--- config.mk ---
export PLATFORM = sky130hd
export DESIGN_NAME = ldst_watch
export DESIGN_NICKNAME = d
export VERILOG_FILES = /design/src/rtl/wp_pkg.sv /design/src/rtl/wp_cfg_regs.sv /design/src/rtl/wp_addr_cmp.sv /design/src/rtl/wp_data_cmp.sv /design/src/rtl/ldst_watch.sv
export SDC_FILE = /design/constraint.sdc
export NUM_CORES = 1
export LEC_CHECK = 0
export ABC_AREA = 1
export BUFFER_PORTS_ARGS = -buffer_cell sky130_fd_sc_hd__buf_4
export CAP_MARGIN = 15
export CORE_ASPECT_RATIO = 0.6
export CORE_MARGIN = 2
export CORE_UTILIZATION = 51
export CTS_CLUSTER_DIAMETER = 30
export DETAILED_ROUTE_END_ITERATION = 7
export PLACE_DENSITY = 0.77
export SLEW_MARGIN = 10
export SYNTH_ARGS = -nofsm -noshare
export SYNTH_HDL_FRONTEND = slang
export SYNTH_SLANG_ARGS = --single-unit
--- constraint.sdc ---
create_clock -name clk -period 2.9 [get_ports clk]
set_clock_uncertainty 0.2 [all_clocks]
set_input_delay 0.145 -clock clk [delete_from_list [all_inputs] [get_ports clk]]
set_output_delay 0.145 -clock clk [all_outputs]
set_load 0.01 [all_outputs]
--- src/rtl/wp_pkg.sv ---
package wp_pkg;
  typedef enum logic [1:0] {CMP_EQ = 2'd0, CMP_NE = 2'd1, CMP_GT = 2'd2, CMP_LT = 2'd3} cmp_mode_e;
  typedef enum logic [1:0] {LM_WORD = 2'd0, LM_HALF = 2'd1, LM_BYTE = 2'd2, LM_RSVD = 2'd3} lane_mode_e;
  typedef enum logic [1:0] {ACC_BYTE = 2'd0, ACC_HALF = 2'd1, ACC_WORD = 2'd2, ACC_WORD2 = 2'd3} acc_size_e;

  typedef struct packed {
    logic       en;
    logic [3:0] bmask;
    lane_mode_e lmode;
    cmp_mode_e  mode;
  } cmp_ctrl_t;

  // unsigned relation of access value a against reference b
  function automatic logic cmp_apply(input logic [31:0] a, input logic [31:0] b, input cmp_mode_e m);
    case (m)
      CMP_EQ:  return a == b;
      CMP_NE:  return a != b;
      CMP_GT:  return a > b;
      default: return a < b;
    endcase
  endfunction

  // address bits kept for comparison at a given access size
  function automatic logic [31:0] addr_keep(input logic [1:0] size);
    case (size)
      2'd0:    return 32'hFFFF_FFFF;
      2'd1:    return 32'hFFFF_FFFE;
      default: return 32'hFFFF_FFFC;
    endcase
  endfunction

  // transferred byte positions, bit p = data[8p+7:8p]
  function automatic logic [3:0] xfer_pos(input logic [1:0] size, input logic [1:0] lo);
    case (size)
      2'd0:    return 4'b1000 >> lo;
      2'd1:    return lo[1] ? 4'b0011 : 4'b1100;
      default: return 4'b1111;
    endcase
  endfunction

  // bit mask of bytes that are not excluded
  function automatic logic [31:0] byte_keep(input logic [3:0] bmask);
    logic [31:0] k;
    for (int p = 0; p < 4; p++) k[8*p +: 8] = {8{~bmask[p]}};
    return k;
  endfunction
endpackage

--- src/rtl/wp_cfg_regs.sv ---
module wp_cfg_regs
  import wp_pkg::*;
#(
  parameter int N    = 2,
  parameter int IW   = 1,
  parameter int W    = 32,
  parameter int CAW  = 3,
  parameter bit KIND = 1'b0
) (
  input  logic            clk,
  input  logic            rst_n,
  input  logic            cfg_we,
  input  logic [CAW-1:0]  cfg_addr,
  input  logic [31:0]     cfg_wdata,
  output logic [W-1:0]    ref_o  [N],
  output cmp_ctrl_t       ctrl_o [N]
);
  logic sel_kind;
  logic unused_wdata;
  assign sel_kind     = cfg_we && (cfg_addr[CAW-1] == KIND);
  assign unused_wdata = ^cfg_wdata[31:9];

  for (genvar i = 0; i < N; i++) begin : g_reg
    logic hit_idx;
    assign hit_idx = sel_kind && (cfg_addr[CAW-2:1] == IW'(i));
    always_ff @(posedge clk) begin
      if (!rst_n) begin
        ref_o[i]  <= '0;
        ctrl_o[i] <= '0;
      end else if (hit_idx) begin
        if (cfg_addr[0]) ctrl_o[i] <= cmp_ctrl_t'(cfg_wdata[8:0]);
        else             ref_o[i]  <= cfg_wdata[W-1:0];
      end
    end
  end
endmodule

--- src/rtl/wp_addr_cmp.sv ---
module wp_addr_cmp
  import wp_pkg::*;
#(
  parameter int AW = 32
) (
  input  logic [AW-1:0] addr,
  input  logic [1:0]    size,
  input  logic [AW-1:0] ref_v,
  input  cmp_mode_e     mode,
  output logic          cond
);
  logic [31:0] keep;
  assign keep = addr_keep(size);
  assign cond = cmp_apply(32'(addr) & keep, 32'(ref_v) & keep, mode);
endmodule

--- src/rtl/wp_data_cmp.sv ---
module wp_data_cmp
  import wp_pkg::*;
(
  input  logic [31:0] data,
  input  logic [3:0]  xfer,
  input  logic [31:0] ref_v,
  input  cmp_ctrl_t   ctrl,
  output logic        cond
);
  logic [31:0] keep, dk, rk;
  assign keep = byte_keep(ctrl.bmask);
  assign dk   = data & keep;
  assign rk   = ref_v & keep;

  always_comb begin
    cond = 1'b0;
    case (ctrl.lmode)
      LM_HALF: begin
        for (int h = 0; h < 2; h++) begin
          if (xfer[2*h] && xfer[2*h+1] && !(ctrl.bmask[2*h] && ctrl.bmask[2*h+1]))
            cond = cond | cmp_apply({16'h0, dk[16*h +: 16]}, {16'h0, rk[16*h +: 16]}, ctrl.mode);
        end
      end
      LM_BYTE: begin
        for (int p = 0; p < 4; p++) begin
          if (xfer[p] && !ctrl.bmask[p])
            cond = cond | cmp_apply({24'h0, dk[8*p +: 8]}, {24'h0, rk[8*p +: 8]}, ctrl.mode);
        end
      end
      default: cond = cmp_apply(dk, rk, ctrl.mode);
    endcase
  end
endmodule

--- src/rtl/ldst_watch.sv ---
module ldst_watch
  import wp_pkg::*;
#(
  parameter int AW     = 32,
  parameter int N_ACMP = 2,
  parameter int N_DCMP = 2,
  localparam int NMAX  = (N_ACMP > N_DCMP) ? N_ACMP : N_DCMP,
  localparam int IW    = (NMAX > 1) ? $clog2(NMAX) : 1,
  localparam int CAW   = IW + 2
) (
  input  logic              clk,
  input  logic              rst_n,
  input  logic              acc_valid,
  input  logic [AW-1:0]     acc_addr,
  input  logic [1:0]        acc_size,
  input  logic [31:0]       acc_data,
  input  logic              cfg_we,
  input  logic [CAW-1:0]    cfg_addr,
  input  logic [31:0]       cfg_wdata,
  output logic              event_o,
  output logic [N_ACMP-1:0] addr_hit_o,
  output logic [N_DCMP-1:0] data_hit_o
);
  logic [AW-1:0] a_ref  [N_ACMP];
  cmp_ctrl_t     a_ctrl [N_ACMP];
  logic [31:0]   d_ref  [N_DCMP];
  cmp_ctrl_t     d_ctrl [N_DCMP];

  // named internal events, observed by the checker
  logic [N_ACMP-1:0] a_en, a_cond;
  logic [N_DCMP-1:0] d_en, d_cond;
  logic [3:0]        xfer;
  logic              any_en, all_ok, ev_d;

  wp_cfg_regs #(.N(N_ACMP), .IW(IW), .W(AW), .CAW(CAW), .KIND(1'b0)) u_acfg (
    .clk(clk), .rst_n(rst_n), .cfg_we(cfg_we), .cfg_addr(cfg_addr),
    .cfg_wdata(cfg_wdata), .ref_o(a_ref), .ctrl_o(a_ctrl));

  wp_cfg_regs #(.N(N_DCMP), .IW(IW), .W(32), .CAW(CAW), .KIND(1'b1)) u_dcfg (
    .clk(clk), .rst_n(rst_n), .cfg_we(cfg_we), .cfg_addr(cfg_addr),
    .cfg_wdata(cfg_wdata), .ref_o(d_ref), .ctrl_o(d_ctrl));

  assign xfer = xfer_pos(acc_size, acc_addr[1:0]);

  for (genvar i = 0; i < N_ACMP; i++) begin : g_acmp
    logic unused_fields;
    assign unused_fields = ^{a_ctrl[i].bmask, a_ctrl[i].lmode};
    assign a_en[i] = a_ctrl[i].en;
    wp_addr_cmp #(.AW(AW)) u_cmp (
      .addr(acc_addr), .size(acc_size), .ref_v(a_ref[i]),
      .mode(a_ctrl[i].mode), .cond(a_cond[i]));
  end

  for (genvar j = 0; j < N_DCMP; j++) begin : g_dcmp
    assign d_en[j] = d_ctrl[j].en;
    wp_data_cmp u_cmp (
      .data(acc_data), .xfer(xfer), .ref_v(d_ref[j]),
      .ctrl(d_ctrl[j]), .cond(d_cond[j]));
  end

  assign any_en = |{a_en, d_en};
  assign all_ok = &{a_cond | ~a_en, d_cond | ~d_en};
  assign ev_d   = acc_valid && any_en && all_ok;

  always_ff @(posedge clk) begin
    if (!rst_n) begin
      event_o    <= 1'b0;
      addr_hit_o <= '0;
      data_hit_o <= '0;
    end else begin
      event_o    <= ev_d;
      addr_hit_o <= acc_valid ? (a_cond & a_en) : '0;
      data_hit_o <= acc_valid ? (d_cond & d_en) : '0;
    end
  end
endmodule

==> Yosys cells after proc, flatten, opt, wreduce, memory -nomap -nowiden <==
Index checks and enable logic that the tools add are counted.
{ "op_classes": {"order_cmp": 32, "n_eq_ne": 45, "shift": 1, "muxes": 57, "n_bitwise": 32, "reduce_logical": 54} }
{ "ops": {"columns": ["cell", "count"], "rows": [
  ["bitwise AND 32 bit", 7],
  ["== test 32 bit", 4],
  ["greater-than comparator 32 bit", 4],
  ["< comparator 32 bit", 4],
  ["inequality test 32 bit", 4],
  ["== test 16 bit", 4],
  ["== test 8 bit", 8],
  ["greater-than comparator 16 bit", 4],
  ["greater-than comparator 8 bit", 8],
  ["< comparator 16 bit", 4],
  ["< comparator 8 bit", 8],
  ["inequality test 16 bit", 4],
  ["inequality test 8 bit", 8],
  ["case mux 1 bit (3 select lines)", 16],
  ["two-way mux 1 bit", 36],
  ["logical AND 1 bit", 26],
  ["AND reduction 2 bit", 9],
  ["== test 2 x 1 -> 1 bit, second input constant", 7],
  ["== test 2 bit, second input constant", 6],
  ["logical NOT 1 bit", 12],
  ["inverter 1 bit", 11],
  ["logical NOT 2 bit", 5],
  ["OR 1 bit", 8],
  ["case mux 4 bit (2 select lines)", 1],
  ["9 further kinds", 13]
]} }
{ "totals": {"register_bits": 157, "in_bits": 105, "out_inout_bits": 5, "wordCells": 240} }

==> Depth between registers and ports, before layout <==
Gate-level depths: netlist of run 1.
{ "logic_depth": {"word_depth": 18, "depth_mapped": 25, "mapped_depth_nobuf": 24} }

==> By module <==
From an unflattened synthesis of run 1, not the netlist that was laid out.
{ "hier_totals": {"hier_cells": 2022, "hier_area_um2": 12562.0} }
{ "by_module_without_submodules": {"columns": ["mod", "instances", "cells_per_inst", "area_each_um2"], "rows": [
  ["wp_cfg_regs at u_acfg", 1, 501, 3547.2],
  ["wp_cfg_regs at u_dcfg", 1, 504, 3443.3],
  ["wp_data_cmp", 2, 331, 1710.4],
  ["wp_addr_cmp", 2, 159, 957.2],
  ["ldst_watch", 1, 37, 236.5]
]} }

==> Least setup slack after synthesis of run 1 <==
No wires, ideal clock.
{ "synth_path": {"path_kind": "register -> register", "from": "reg u_dcfg.ctrl_o[4] (netlist name)", "to": "reg event_o", "setup_time_ps": 110, "t_arrival_ps": 2164, "setup_slack_ps": 426, "stages_incl_launch_ff": 18, "n_path_buf": 1, "synth_period_minus_slack_ps": 2474, "cell_sequence": "dfxtp_1 clkbuf_1 clkinv_1 nand2_1 ha_1 a21o_1 nor2_1 nand3_1 a21oi_1 nor2_1 nor2_1 nand2_1 nand2_1 nand3_2 nand2_2 nand2_1 nand2_1 nor2_2"} }
{ "synth_via": {"elab_chain_cells": 18, "elab_cells_between_ends": 41} }
{ "synth_rtl": {"columns": ["item", "line", "source"], "rows": [
  ["from (decl)", "wp_cfg_regs.sv:16", "output cmp_ctrl_t ctrl_o [N]"],
  ["from (signal, indexed assignment)", "wp_cfg_regs.sv:31", "if (cfg_addr[0]) ctrl_o[i] <= cmp_ctrl_t'(cfg_wdata[8:0]);"],
  ["inverter 1 bit", "wp_pkg.sv:44", "for (int p = 0; p < 4; p++) k[8*p +: 8] = {8{~bmask[p]}};"],
  ["bitwise AND 32 bit (on tied branches)", "wp_data_cmp.sv:12, wp_data_cmp.sv:13", null],
  ["< comparator 8 bit (tied with other cells)", "wp_pkg.sv:19", "default: return a < b;"],
  ["case mux 1 bit (3 select lines)", "wp_pkg.sv:15", "case (m)"],
  ["two-way mux 1 bit", "wp_data_cmp.sv:26", "if (xfer[p] && !ctrl.bmask[p])"],
  ["two-way mux 1 bit", "wp_data_cmp.sv:17", "case (ctrl.lmode)"],
  ["OR 1 bit", "wp_data_cmp.sv:27", "cond = cond | cmp_apply({24'h0, dk[8*p +: 8]}, {24'h0, rk[8*p +: 8]}, ctrl.mode);"],
  ["two-way mux 1 bit", "wp_data_cmp.sv:26", null],
  ["[2 not listed]", null, null],
  ["two-way mux 1 bit", "wp_data_cmp.sv:26", null],
  ["two-way mux 1 bit", "wp_data_cmp.sv:17", null],
  ["OR 1 bit", "wp_data_cmp.sv:27", null],
  ["two-way mux 1 bit", "wp_data_cmp.sv:26", null],
  ["case mux 1 bit (2 select lines) (*)", "wp_data_cmp.sv:17", null],
  ["OR 2 bit (*)", "ldst_watch.sv:62", "assign all_ok = &{a_cond | ~a_en, d_cond | ~d_en};"],
  ["AND reduction 4 bit (*)", "ldst_watch.sv:62", null],
  ["logical AND 1 bit (*)", "ldst_watch.sv:63", "assign ev_d = acc_valid && any_en && all_ok;"],
  ["to (signal assigned)", "ldst_watch.sv:71", "event_o <= ev_d;"],
  ["to (decl)", "ldst_watch.sv:20", "output logic event_o,"]
]} }
Every way passes the cells marked *; elsewhere a longest branch is shown, timed or not. The select of a mux whose other input is x is not followed.
A chain may end at the register's enable or synchronous reset.

==> Final worst setup path of run 1 <==
{ "layout_path": {"from": "reg u_dcfg.ctrl_o[15] (netlist name)", "to": "reg event_o"} }
{ "layout_via": {"elab_chain_cells": 15, "elab_cells_between_ends": 38} }
{ "layout_rtl": {"columns": ["item", "line"], "rows": [
  ["inverter 1 bit", "wp_pkg.sv:44"],
  ["bitwise AND 32 bit (on tied branches)", "wp_data_cmp.sv:12, wp_data_cmp.sv:13"],
  ["< comparator 8 bit (tied with other cells)", "wp_pkg.sv:19"],
  ["case mux 1 bit (3 select lines)", "wp_pkg.sv:15"],
  ["two-way mux 1 bit", "wp_data_cmp.sv:26"],
  ["two-way mux 1 bit", "wp_data_cmp.sv:17"],
  ["OR 1 bit", "wp_data_cmp.sv:27"],
  ["two-way mux 1 bit", "wp_data_cmp.sv:26"],
  ["two-way mux 1 bit", "wp_data_cmp.sv:17"],
  ["OR 1 bit", "wp_data_cmp.sv:27"],
  ["two-way mux 1 bit", "wp_data_cmp.sv:26"],
  ["case mux 1 bit (2 select lines) (*)", "wp_data_cmp.sv:17"],
  ["OR 2 bit (*)", "ldst_watch.sv:62"],
  ["AND reduction 4 bit (*)", "ldst_watch.sv:62"],
  ["logical AND 1 bit (*)", "ldst_watch.sv:63"]
]} }
Marks and branches as above.

==> flow_summary.html, run 1 <==
<table>
<tr><th>Metric</th><th>Value</th></tr>
<tr><th colspan="2">STA</th></tr>
<tr><td>Setup_tns</td><td>0 ns</td></tr>
<tr><td>Unrepaired setup endpoints after global routing</td><td>false</td></tr>
<tr><td>Slew at the pin with the worst max-slew slack</td><td>0.639 ns</td></tr>
<tr><td>Number of slew-limit violations in the final report</td><td>0</td></tr>
<tr><td>Final worst path period need</td><td>2.72 ns</td></tr>
<tr><td>Post-route fraction of the period consumed by the critical path</td><td>93.8%</td></tr>
<tr><td>Max frequency</td><td>between 300 and 400 MHz</td></tr>
<tr><td>Number of endpoints failing setup at the final stage</td><td>0</td></tr>
<tr><td>Slew Limit Headroom</td><td>57.3%</td></tr>
<tr><td>Hold violation count in the final report</td><td>0</td></tr>
<tr><th colspan="2">Routing</th></tr>
<tr><td>Number of remaining DRC errors</td><td>0</td></tr>
<tr><td>Routed wire length</td><td>between 30,000 and 40,000 µm</td></tr>
<tr><td>Routed via count</td><td>around 10k</td></tr>
<tr><td>Detailed-route vias per instance</td><td>5.39</td></tr>
<tr><td>Drt wl/cell</td><td>16.1 µm</td></tr>
<tr><td>Detail Route Antenna Nets</td><td>0</td></tr>
<tr><td>Iteration-0 DRC count of the detailed router</td><td>858</td></tr>
<tr><td>Number of detailed-route iterations in the first pass</td><td>6</td></tr>
<tr><th colspan="2">Placed design</th></tr>
<tr><td>Count of input and output buffers</td><td>between 100 and 150</td></tr>
<tr><td>Weighted congestion at the end of routability-driven global placement</td><td>0.956</td></tr>
<tr><td>Placed wire-length estimate after detailed placement</td><td>between 20,000 and 25,000 µm</td></tr>
<tr><th colspan="2">Finish</th></tr>
<tr><td>Area delta synth-&gt;final</td><td>20.4%</td></tr>
<tr><td>Count of antenna diodes in the layout</td><td>0</td></tr>
<tr><td>Utilization after layout</td><td>62.1%</td></tr>
<tr><td>Final layout net count</td><td>1,888</td></tr>
<tr><td>Fraction of final layout cells sized beyond drive strength 1</td><td>12.7%</td></tr>
<tr><td>Sequential cell area in the final layout</td><td>3150 µm²</td></tr>
<tr><td>Number of fill cells in the layout</td><td>roughly 1.8k</td></tr>
<tr><td>Area of combinational cells with multiple inputs</td><td>6160 µm²</td></tr>
<tr><th colspan="2">Logic synthesis</th></tr>
<tr><td>Synthesized net count</td><td>1,758</td></tr>
<tr><td>Post-synthesis sequential area ratio</td><td>30.7%</td></tr>
<tr><td>Fraction of synthesized cell area taken by the top area cell type</td><td>a little under a third</td></tr>
<tr><td>Number of standard cells after synthesis</td><td>1,515</td></tr>
<tr><td>Predominant post-synthesis flop cell</td><td>sky130_fd_sc_hd__dfxtp_1</td></tr>
<tr><td>Number of unique standard cell types used by synthesis</td><td>39</td></tr>
<tr><td>Top post-synthesis cells by count</td><td>sky130_fd_sc_hd__nand2_1 (282), sky130_fd_sc_hd__nor2_1 (240), sky130_fd_sc_hd__inv_1 (177), sky130_fd_sc_hd__a21oi_1 (167), sky130_fd_sc_hd__o21ai_0 (166)</td></tr>
<tr><td>Ys Warns</td><td>0</td></tr>
<tr><td>Synthesized cell area</td><td>approximately 10,000 µm²</td></tr>
<tr><td>Per-instance average area after synthesis</td><td>6.77 µm²</td></tr>
<tr><td>Post-synth EDFFs</td><td>0</td></tr>
<tr><td>Most frequent cell after synthesis</td><td>sky130_fd_sc_hd__nand2_1</td></tr>
<tr><td>Dominant cell type by area after synthesis</td><td>sky130_fd_sc_hd__dfxtp_1</td></tr>
<tr><td>Async SR Flop Fraction</td><td>0%</td></tr>
<tr><td>Main area contributors after synthesis</td><td>sky130_fd_sc_hd__dfxtp_1 (31%), sky130_fd_sc_hd__ha_1 (17%), sky130_fd_sc_hd__nand2_1 (10%)</td></tr>
<tr><td>Register bit count reported by yosys</td><td>~160</td></tr>
<tr><th colspan="2">Global route</th></tr>
<tr><td>Overflow left after global routing</td><td>0</td></tr>
<tr><td>Vias in the first global route</td><td>9,732</td></tr>
<tr><td>Global-route wire length before repair</td><td>49,600 µm</td></tr>
<tr><td>Number of antenna violations at the first check in global routing</td><td>0</td></tr>
<tr><td>Total routing usage reported by global routing</td><td>29.6%</td></tr>
<tr><td>Maximum number of pins on one net before global-route repair</td><td>63</td></tr>
<tr><th colspan="2">Clocking</th></tr>
<tr><td>Max Buffers Root-to-Sink</td><td>2</td></tr>
<tr><td>Maximum level of the CTS H-tree</td><td>4</td></tr>
<tr><td>Clock tree root buffer cell</td><td>sky130_fd_sc_hd__clkbuf_16</td></tr>
<tr><td>Clk pin slew, worst setup/hold paths</td><td>~0.07 ns</td></tr>
<tr><td>TritonCTS buffer count</td><td>17</td></tr>
<tr><td>Clock insertion delay at the later pin of the skew report</td><td>0.45 ns</td></tr>
<tr><td>Total number of clock tree sinks</td><td>157</td></tr>
<tr><td>CTS tree</td><td>done</td></tr>
<tr><th colspan="2">Floorplan</th></tr>
<tr><td>Core region area</td><td>around 20,000 µm²</td></tr>
<tr><td>Chip Width</td><td>187 µm</td></tr>
<tr><td>Die Height</td><td>114 µm</td></tr>
<tr><td>Top-level I/O count</td><td>110</td></tr>
<tr><td>Number of placement rows</td><td>40</td></tr>
<tr><td>Initial Utilization</td><td>51.6%</td></tr>
<tr><td>Overall die area</td><td>roughly 21,000 µm²</td></tr>
<tr><th colspan="2">Power</th></tr>
<tr><td>Pwr per Cell Area</td><td>464 nW/µm²</td></tr>
<tr><td>Total leakage power</td><td>0.00562 µW</td></tr>
<tr><td>IR drop worst, VDD</td><td>472 µV</td></tr>
<tr><th colspan="2">Setup path</th></tr>
<tr><td>Worst EP required</td><td>approximately 3.0 ns</td></tr>
<tr><td>Type of destination of the critical path</td><td>flop</td></tr>
<tr><td>Element type at the critical path start</td><td>flop</td></tr>
<tr><td>Setup slack on the worst flop-to-flop path</td><td>between 0.15 and 0.2 ns</td></tr>
<tr><td>Worst Path Arrival</td><td>2.86 ns</td></tr>
<tr><td>Type of the worst setup path</td><td>reg2reg</td></tr>
<tr><td>Largest fanout on the critical path</td><td>9</td></tr>
<tr><th colspan="2">Status</th></tr>
<tr><td>Result of the run</td><td>completed</td></tr>
<tr><th colspan="2">Min path</th></tr>
<tr><td>Type of the worst min-delay path</td><td>in2reg</td></tr>
<tr><th colspan="2">Flow run</th></tr>
<tr><td>Number of violations of the max-capacitance limit</td><td>0</td></tr>
</table>
[metal layers]
metal	vias up	share of wire [%]	track usage, %
li1	5189	-	-
met1	4740	47	41.9
met2	427	41	45.1
met3	45	9.2	6.28
met4	0	2.1	9.21
met5	-	0	0
[cell type report]
class	count	share of cell area [%]
Multi-Input combinational cell	1109	49.9
Sequential cell	157	25.5
Timing Repair Buffer	166	10.9
Inverter	194	6.02
Clock buffer	21	3.81
Tap cell	273	2.77
Clock inverter	10	1.12
[path summary, 6_finish.rpt]
kind,from,depth (start not counted),endpoint
min reg2reg,u_acfg.ref_o[52],2,u_acfg.ref_o[52]
max,u_dcfg.ctrl_o[15],14,event_o
max reg2reg,u_dcfg.ctrl_o[15],14,event_o
min,cfg_we,5,u_acfg.ref_o[6]
[power by group]
group          internal, µW  leakage [µW]  switching [µW]
logic                   441       0.00405             651
registers              2230       0.00128            40.9
clock network          1420      0.000295             948
[layout by cell type, fill, tap and decap left out, types with 13 or more instances in the layout]
cell type and count:
sky130_fd_sc_hd__a21oi_1 167, sky130_fd_sc_hd__buf_4 128, sky130_fd_sc_hd__clkbuf_16 17, sky130_fd_sc_hd__dfxtp_1 155, sky130_fd_sc_hd__dlygate4sd3_1 38, sky130_fd_sc_hd__ha_1 138, sky130_fd_sc_hd__inv_1 175, sky130_fd_sc_hd__nand2_1 282
sky130_fd_sc_hd__nand3_1 22, sky130_fd_sc_hd__nor2_1 240, sky130_fd_sc_hd__nor2_2 13, sky130_fd_sc_hd__o21ai_0 166, sky130_fd_sc_hd__o21ai_1 14
[logic make-up after synthesis]
kind of cell | share of synthesized area [%]
AO/OA/AOI/OAI | 18.7
adder cells (fa/ha/maj) | 16.8
flip-flops | 30.7
buffers and inverters | 9.31
AND/OR/NAND/NOR | 24.5
[stage by stage]
| stage | power, µW | cells | hold WS (ns) | setup WS, ns | instance area (µm²) |
|---|---|---|---|---|---|
| 4_1_cts | 5720 | 1928 | 0.0984 | 0.163 | 12300 |
| 3_5_place_dp | 3330 | 1859 | 0.221 | 0.190 | 11300 |
| 3_3_place_gp | 3300 | 1859 | 0.211 | 0.262 | 11300 |
| 6_report | 5730 | 1930 | 0.133 | 0.179 | 12300 |
| 5_1_grt | 6000 | 1930 | 0.162 | 0.000746 | 12300 |
| 2_1_floorplan | 2960 | 1515 | 0.0799 | 0.426 | 10300 |
[what timing repair did]
| item | 4_1_cts | 5_1_grt |
|---|---|---|
| hold buffers | 38 | 0 |
| endpoints found under the setup margin | 0 | 3 |
| resized for setup | 0 | 7 |
| buffers inserted | 0 | 2 |
| endpoints found under the hold margin | 154 | 0 |
[worst max-delay path, stage by stage, from the launching register on]
cell and delay [ns]:
sky130_fd_sc_hd__dfxtp_1 0.38, sky130_fd_sc_hd__buf_4 0.20, sky130_fd_sc_hd__nor2_1 0.08, sky130_fd_sc_hd__ha_1 0.29
sky130_fd_sc_hd__nand2_1 0.08, sky130_fd_sc_hd__nor2_2 0.19, sky130_fd_sc_hd__nand3_2 0.19, sky130_fd_sc_hd__nor4_2 0.32
sky130_fd_sc_hd__nand2_1 0.14, sky130_fd_sc_hd__o21ai_1 0.14, sky130_fd_sc_hd__nand3_1 0.10, sky130_fd_sc_hd__nand3_2 0.09
sky130_fd_sc_hd__nand3_1 0.08, sky130_fd_sc_hd__nand2_1 0.08, sky130_fd_sc_hd__nor2_2 0.04
[sequential cells by signal, summed over array words and instances (netlist names)]
| register | flops |
|---|---|
| u_acfg.ref_o | 64 |
| u_dcfg.ref_o | 64 |
| u_dcfg.ctrl_o | 18 |
| u_acfg.ctrl_o | 6 |
| addr_hit_o | 2 |
| data_hit_o | 2 |
| event_o | 1 |
Note: power is estimated with default switching activity, not from simulation.
==> inputs of run 2 (changes only) <==
--- a/config.mk
+++ b/config.mk
@@ -8,7 +8,6 @@
 export ABC_AREA = 1
 export BUFFER_PORTS_ARGS = -buffer_cell sky130_fd_sc_hd__buf_4
 export CAP_MARGIN = 15
-export CORE_ASPECT_RATIO = 0.6
 export CORE_MARGIN = 2
 export CORE_UTILIZATION = 51
 export CTS_CLUSTER_DIAMETER = 30
==> constraint.sdc (replaced) <==
create_clock -name clk -period 2.9 [get_ports clk]
set_clock_uncertainty 0.2 [all_clocks]
set_input_delay 0.29 -clock clk [delete_from_list [all_inputs] [get_ports clk]]
set_output_delay 0.29 -clock clk [all_outputs]
set_load 0.01 [all_outputs]
==> run 2 against run 1 <==
Sequential share of layout area grew 0.19 points. Sequential power about the same. Setup slack improved by 0.042 ns. Die area down 0.18%. Critical path type unchanged. Cell area decreased by 0.78%. Non-clock buffer count is 9 lower. Total power fell by 1.6%. First-iteration DRC count shrank 19%.
==> flow_summary.html, run 2 (synthesis gave the netlist of run 1 again) <==
<table>
<tr><th>Metric</th><th>Value</th></tr>
<tr><th colspan="2">Status</th></tr>
<tr><td>Result of the run</td><td>completed</td></tr>
<tr><th colspan="2">Setup path</th></tr>
<tr><td>Setup slack on the worst flop-to-flop path</td><td>0.22 ns (+0.04 ns)</td></tr>
<tr><td>Reg-to-reg critical path endpoint</td><td>event_o</td></tr>
<tr><td>R2r worst-path depth</td><td>16 (+2)</td></tr>
<tr><td>Type of the worst setup path</td><td>reg2reg</td></tr>
<tr><td>CP Launch Point</td><td>u_dcfg.ctrl_o[7]</td></tr>
<tr><td>Worst Path Arrival</td><td>2.81 ns (-0.05 ns)</td></tr>
<tr><td>Largest fanout on the critical path</td><td>10 (+1)</td></tr>
<tr><td>Startpoint of the worst-slack reg-to-reg timing path</td><td>u_dcfg.ctrl_o[7]</td></tr>
<tr><td>Type of destination of the critical path</td><td>flop</td></tr>
<tr><td>Element type at the critical path start</td><td>flop</td></tr>
<tr><td>Worst EP required</td><td>3.03 ns (about the same)</td></tr>
<tr><td>End point of the critical path</td><td>event_o</td></tr>
<tr><th colspan="2">Clocking</th></tr>
<tr><td>TritonCTS buffer count</td><td>17 (unchanged)</td></tr>
<tr><td>Maximum level of the CTS H-tree</td><td>4 (unchanged)</td></tr>
<tr><td>Max Buffers Root-to-Sink</td><td>2 (unchanged)</td></tr>
<tr><td>Clock insertion delay at the later pin of the skew report</td><td>0.43 ns (-0.02 ns)</td></tr>
<tr><td>CTS tree</td><td>done</td></tr>
<tr><td>Clk pin slew, worst setup/hold paths</td><td>0.07 ns (about the same)</td></tr>
<tr><td>Total number of clock tree sinks</td><td>157 (unchanged)</td></tr>
<tr><td>Clock tree root buffer cell</td><td>sky130_fd_sc_hd__clkbuf_16</td></tr>
<tr><th colspan="2">Routing</th></tr>
<tr><td>Metal1 wirelength</td><td>12,700 µm (-14%)</td></tr>
<tr><td>Iteration-0 DRC count of the detailed router</td><td>691 (-19%)</td></tr>
<tr><td>Number of remaining DRC errors</td><td>0 (unchanged)</td></tr>
<tr><td>Drt wl/cell</td><td>14.7 µm (-8.7%)</td></tr>
<tr><td>Routed wire length</td><td>28,100 µm (-9.5%)</td></tr>
<tr><td>Highest metal layer with signal wires</td><td>met4</td></tr>
<tr><td>Detailed-route vias per instance</td><td>5.25 (-2.6%)</td></tr>
<tr><td>Met3 routed wirelength</td><td>1520 µm (-47%)</td></tr>
<tr><td>Number of detailed-route iterations in the first pass</td><td>5 (-1)</td></tr>
<tr><td>Routed via count</td><td>10.0k (-3.4%)</td></tr>
<tr><td>Detail Route Antenna Nets</td><td>0 (unchanged)</td></tr>
<tr><td>Met2 routed WL</td><td>13,000 µm (+1.7%)</td></tr>
<tr><th colspan="2">STA</th></tr>
<tr><td>Number of endpoints failing setup at the final stage</td><td>0 (unchanged)</td></tr>
<tr><td>Slew at the pin with the worst max-slew slack</td><td>0.966 ns (+0.327 ns)</td></tr>
<tr><td>Unrepaired setup endpoints after global routing</td><td>false</td></tr>
<tr><td>Post-route fraction of the period consumed by the critical path</td><td>92.4% (-1.4 points)</td></tr>
<tr><td>Number of slew-limit violations in the final report</td><td>0 (unchanged)</td></tr>
<tr><td>Max frequency</td><td>373 MHz (+1.6%)</td></tr>
<tr><td>Slew Limit Headroom</td><td>35.5% (-22 points)</td></tr>
<tr><td>Setup_tns</td><td>0 ns (unchanged)</td></tr>
<tr><td>Final worst path period need</td><td>2.68 ns (-0.0417 ns)</td></tr>
<tr><td>Hold violation count in the final report</td><td>0 (unchanged)</td></tr>
<tr><th colspan="2">Global route</th></tr>
<tr><td>Maximum number of pins on one net before global-route repair</td><td>65 (+3.2%)</td></tr>
<tr><td>Overflow left after global routing</td><td>0 (unchanged)</td></tr>
<tr><td>Total routing usage reported by global routing</td><td>26.7% (-2.8 points)</td></tr>
<tr><td>Global-route wire length before repair</td><td>46,300 µm (-6.6%)</td></tr>
<tr><td>Vias in the first global route</td><td>9,751 (+0.20%)</td></tr>
<tr><td>Number of antenna violations at the first check in global routing</td><td>0 (unchanged)</td></tr>
<tr><th colspan="2">Power</th></tr>
<tr><td>IR drop worst, VDD</td><td>397 µV (-16%)</td></tr>
<tr><td>Total leakage power</td><td>0.00559 µW (-0.60%)</td></tr>
<tr><td>Pwr per Cell Area</td><td>461 nW/µm² (-0.78%)</td></tr>
<tr><th colspan="2">Floorplan</th></tr>
<tr><td>Top-level I/O count</td><td>110 (unchanged)</td></tr>
<tr><td>Overall die area</td><td>21,300 µm² (-0.18%)</td></tr>
<tr><td>Initial Utilization</td><td>52.3% (+0.74 points)</td></tr>
<tr><td>Chip Width</td><td>146 µm (-22%)</td></tr>
<tr><td>Die Height</td><td>146 µm (+28%)</td></tr>
<tr><td>Number of placement rows</td><td>51 (+28%)</td></tr>
<tr><td>Core region area</td><td>19,600 µm² (-1.4%)</td></tr>
<tr><th colspan="2">Finish</th></tr>
<tr><td>Count of antenna diodes in the layout</td><td>0 (unchanged)</td></tr>
<tr><td>Leading cell types in the layout, fill and taps excluded</td><td>sky130_fd_sc_hd__nand2_1 (282), sky130_fd_sc_hd__nor2_1 (240), sky130_fd_sc_hd__inv_1 (175), sky130_fd_sc_hd__a21oi_1 (167), sky130_fd_sc_hd__o21ai_0 (166)</td></tr>
<tr><td>Area delta synth-&gt;final</td><td>19.4%</td></tr>
<tr><td>Most frequent standard cell in the layout excluding fill and tap cells</td><td>sky130_fd_sc_hd__nand2_1</td></tr>
<tr><td>Utilization after layout</td><td>62.5% (+0.39 points)</td></tr>
<tr><td>Final layout net count</td><td>1,879 (-0.48%)</td></tr>
<tr><td>Largest registers</td><td>u_acfg.ref_o x64, u_dcfg.ref_o x64, u_dcfg.ctrl_o x18</td></tr>
<tr><td>Fraction of final layout cells sized beyond drive strength 1</td><td>12.7% (about the same)</td></tr>
<tr><th colspan="2">Placed design</th></tr>
<tr><td>Weighted congestion at the end of routability-driven global placement</td><td>0.911 (-4.7%)</td></tr>
<tr><td>Placed wire-length estimate after detailed placement</td><td>20,800 µm (-9.2%)</td></tr>
<tr><td>Count of input and output buffers</td><td>109 (unchanged)</td></tr>
<tr><th colspan="2">Flow run</th></tr>
<tr><td>Number of violations of the max-capacitance limit</td><td>0 (unchanged)</td></tr>
<tr><th colspan="2">Min path</th></tr>
<tr><td>Type of the worst min-delay path</td><td>in2reg</td></tr>
</table>
## run 2: cell types whose count changed in the layout (fill, tap and decap cells not counted), moves of 2 or more
cell / previous run / this run
sky130_fd_sc_hd__inv_8: 0 / 3
sky130_fd_sc_hd__inv_6: 1 / 4
sky130_fd_sc_hd__dlygate4sd3_1: 38 / 30
sky130_fd_sc_hd__clkinvlp_4: 6 / 3
sky130_fd_sc_hd__buf_4: 128 / 126
sky130_fd_sc_hd__clkbuf_8: 3 / 0
## run 2: area by class of cell
type | instances | area, µm²
fill | 1824 | 7350
multi-input combinational | 1109 | 6160
inverter | 194 | 736
tap | 265 | 332
sequential | 157 | 3140
clock buffer | 17 | 425
clock inverter | 15 | 180
timing repair buffer | 157 | 1270
## run 2: repair_timing
item | in CTS | in global routing
hold buffers | 30 | 0
hold endpoints to repair | 82 | 0
resized for setup | 0 | 4
setup buffers | 0 | 3
endpoints found under the setup margin | 0 | 1
## run 2: worst min-delay path by stage
stage	start	to	cells after the start	slack (ns)
global route	cfg_wdata[1]	u_dcfg.ref_o[1]	3	0.04
detailed placement	u_acfg.ref_o[1]	u_acfg.ref_o[1]	2	0.24
CTS	cfg_wdata[1]	u_dcfg.ref_o[1]	3	0.003
finish	cfg_wdata[1]	u_dcfg.ref_o[1]	3	0.02
floorplan	u_acfg.ref_o[1]	u_acfg.ref_o[1]	2	0.22
global placement	u_acfg.ref_o[1]	u_acfg.ref_o[1]	2	0.24
## run 2: report_power, final
| group | switching (µW) | internal (µW) |
|---|---|---|
| clock | 1010 | 1300 |
| combinational | 621 | 435 |
| sequential | 37.3 | 2230 |
| total | 1670 | 3970 |
## run 2: metal layers
| layer | vias up | track usage, % |
|---|---|---|
| li1 | 5162 | - |
| met1 | 4569 | 34.3 |
| met2 | 255 | 45.1 |
| met3 | 59 | 3.92 |
| met4 | 0 | 11.0 |
| met5 | - | 0 |
## run 2: worst max-delay path: stages (launching register included)
cell and delay, ns:
sky130_fd_sc_hd__dfxtp_1 0.37, sky130_fd_sc_hd__clkinvlp_4 0.22, sky130_fd_sc_hd__nand2_1 0.12, sky130_fd_sc_hd__ha_1 0.24, sky130_fd_sc_hd__a21oi_1 0.25, sky130_fd_sc_hd__nand2_1 0.09, sky130_fd_sc_hd__a21oi_1 0.18, sky130_fd_sc_hd__a21boi_0 0.26
sky130_fd_sc_hd__nand2_1 0.10, sky130_fd_sc_hd__nand3_1 0.08, sky130_fd_sc_hd__nand3_1 0.07, sky130_fd_sc_hd__nand2_1 0.06, sky130_fd_sc_hd__nand2_1 0.06, sky130_fd_sc_hd__nand2_2 0.10, sky130_fd_sc_hd__nand2_1 0.06, sky130_fd_sc_hd__nand2_1 0.07
sky130_fd_sc_hd__nor2_2 0.03
## run 2: stage by stage
step	power (µW)	setup slack, ns	hold WS, ns	instance area (µm²)	instances
5_1_grt	5920	0.0281	0.0372	12200	1914
6_report	5640	0.220	0.0197	12200	1914
3_3_place_gp	3290	0.232	0.239	11300	1849
4_1_cts	5650	0.174	0.00303	12200	1911
2_1_floorplan	2960	0.426	0.224	10300	1515
3_5_place_dp	3320	0.195	0.244	11300	1849
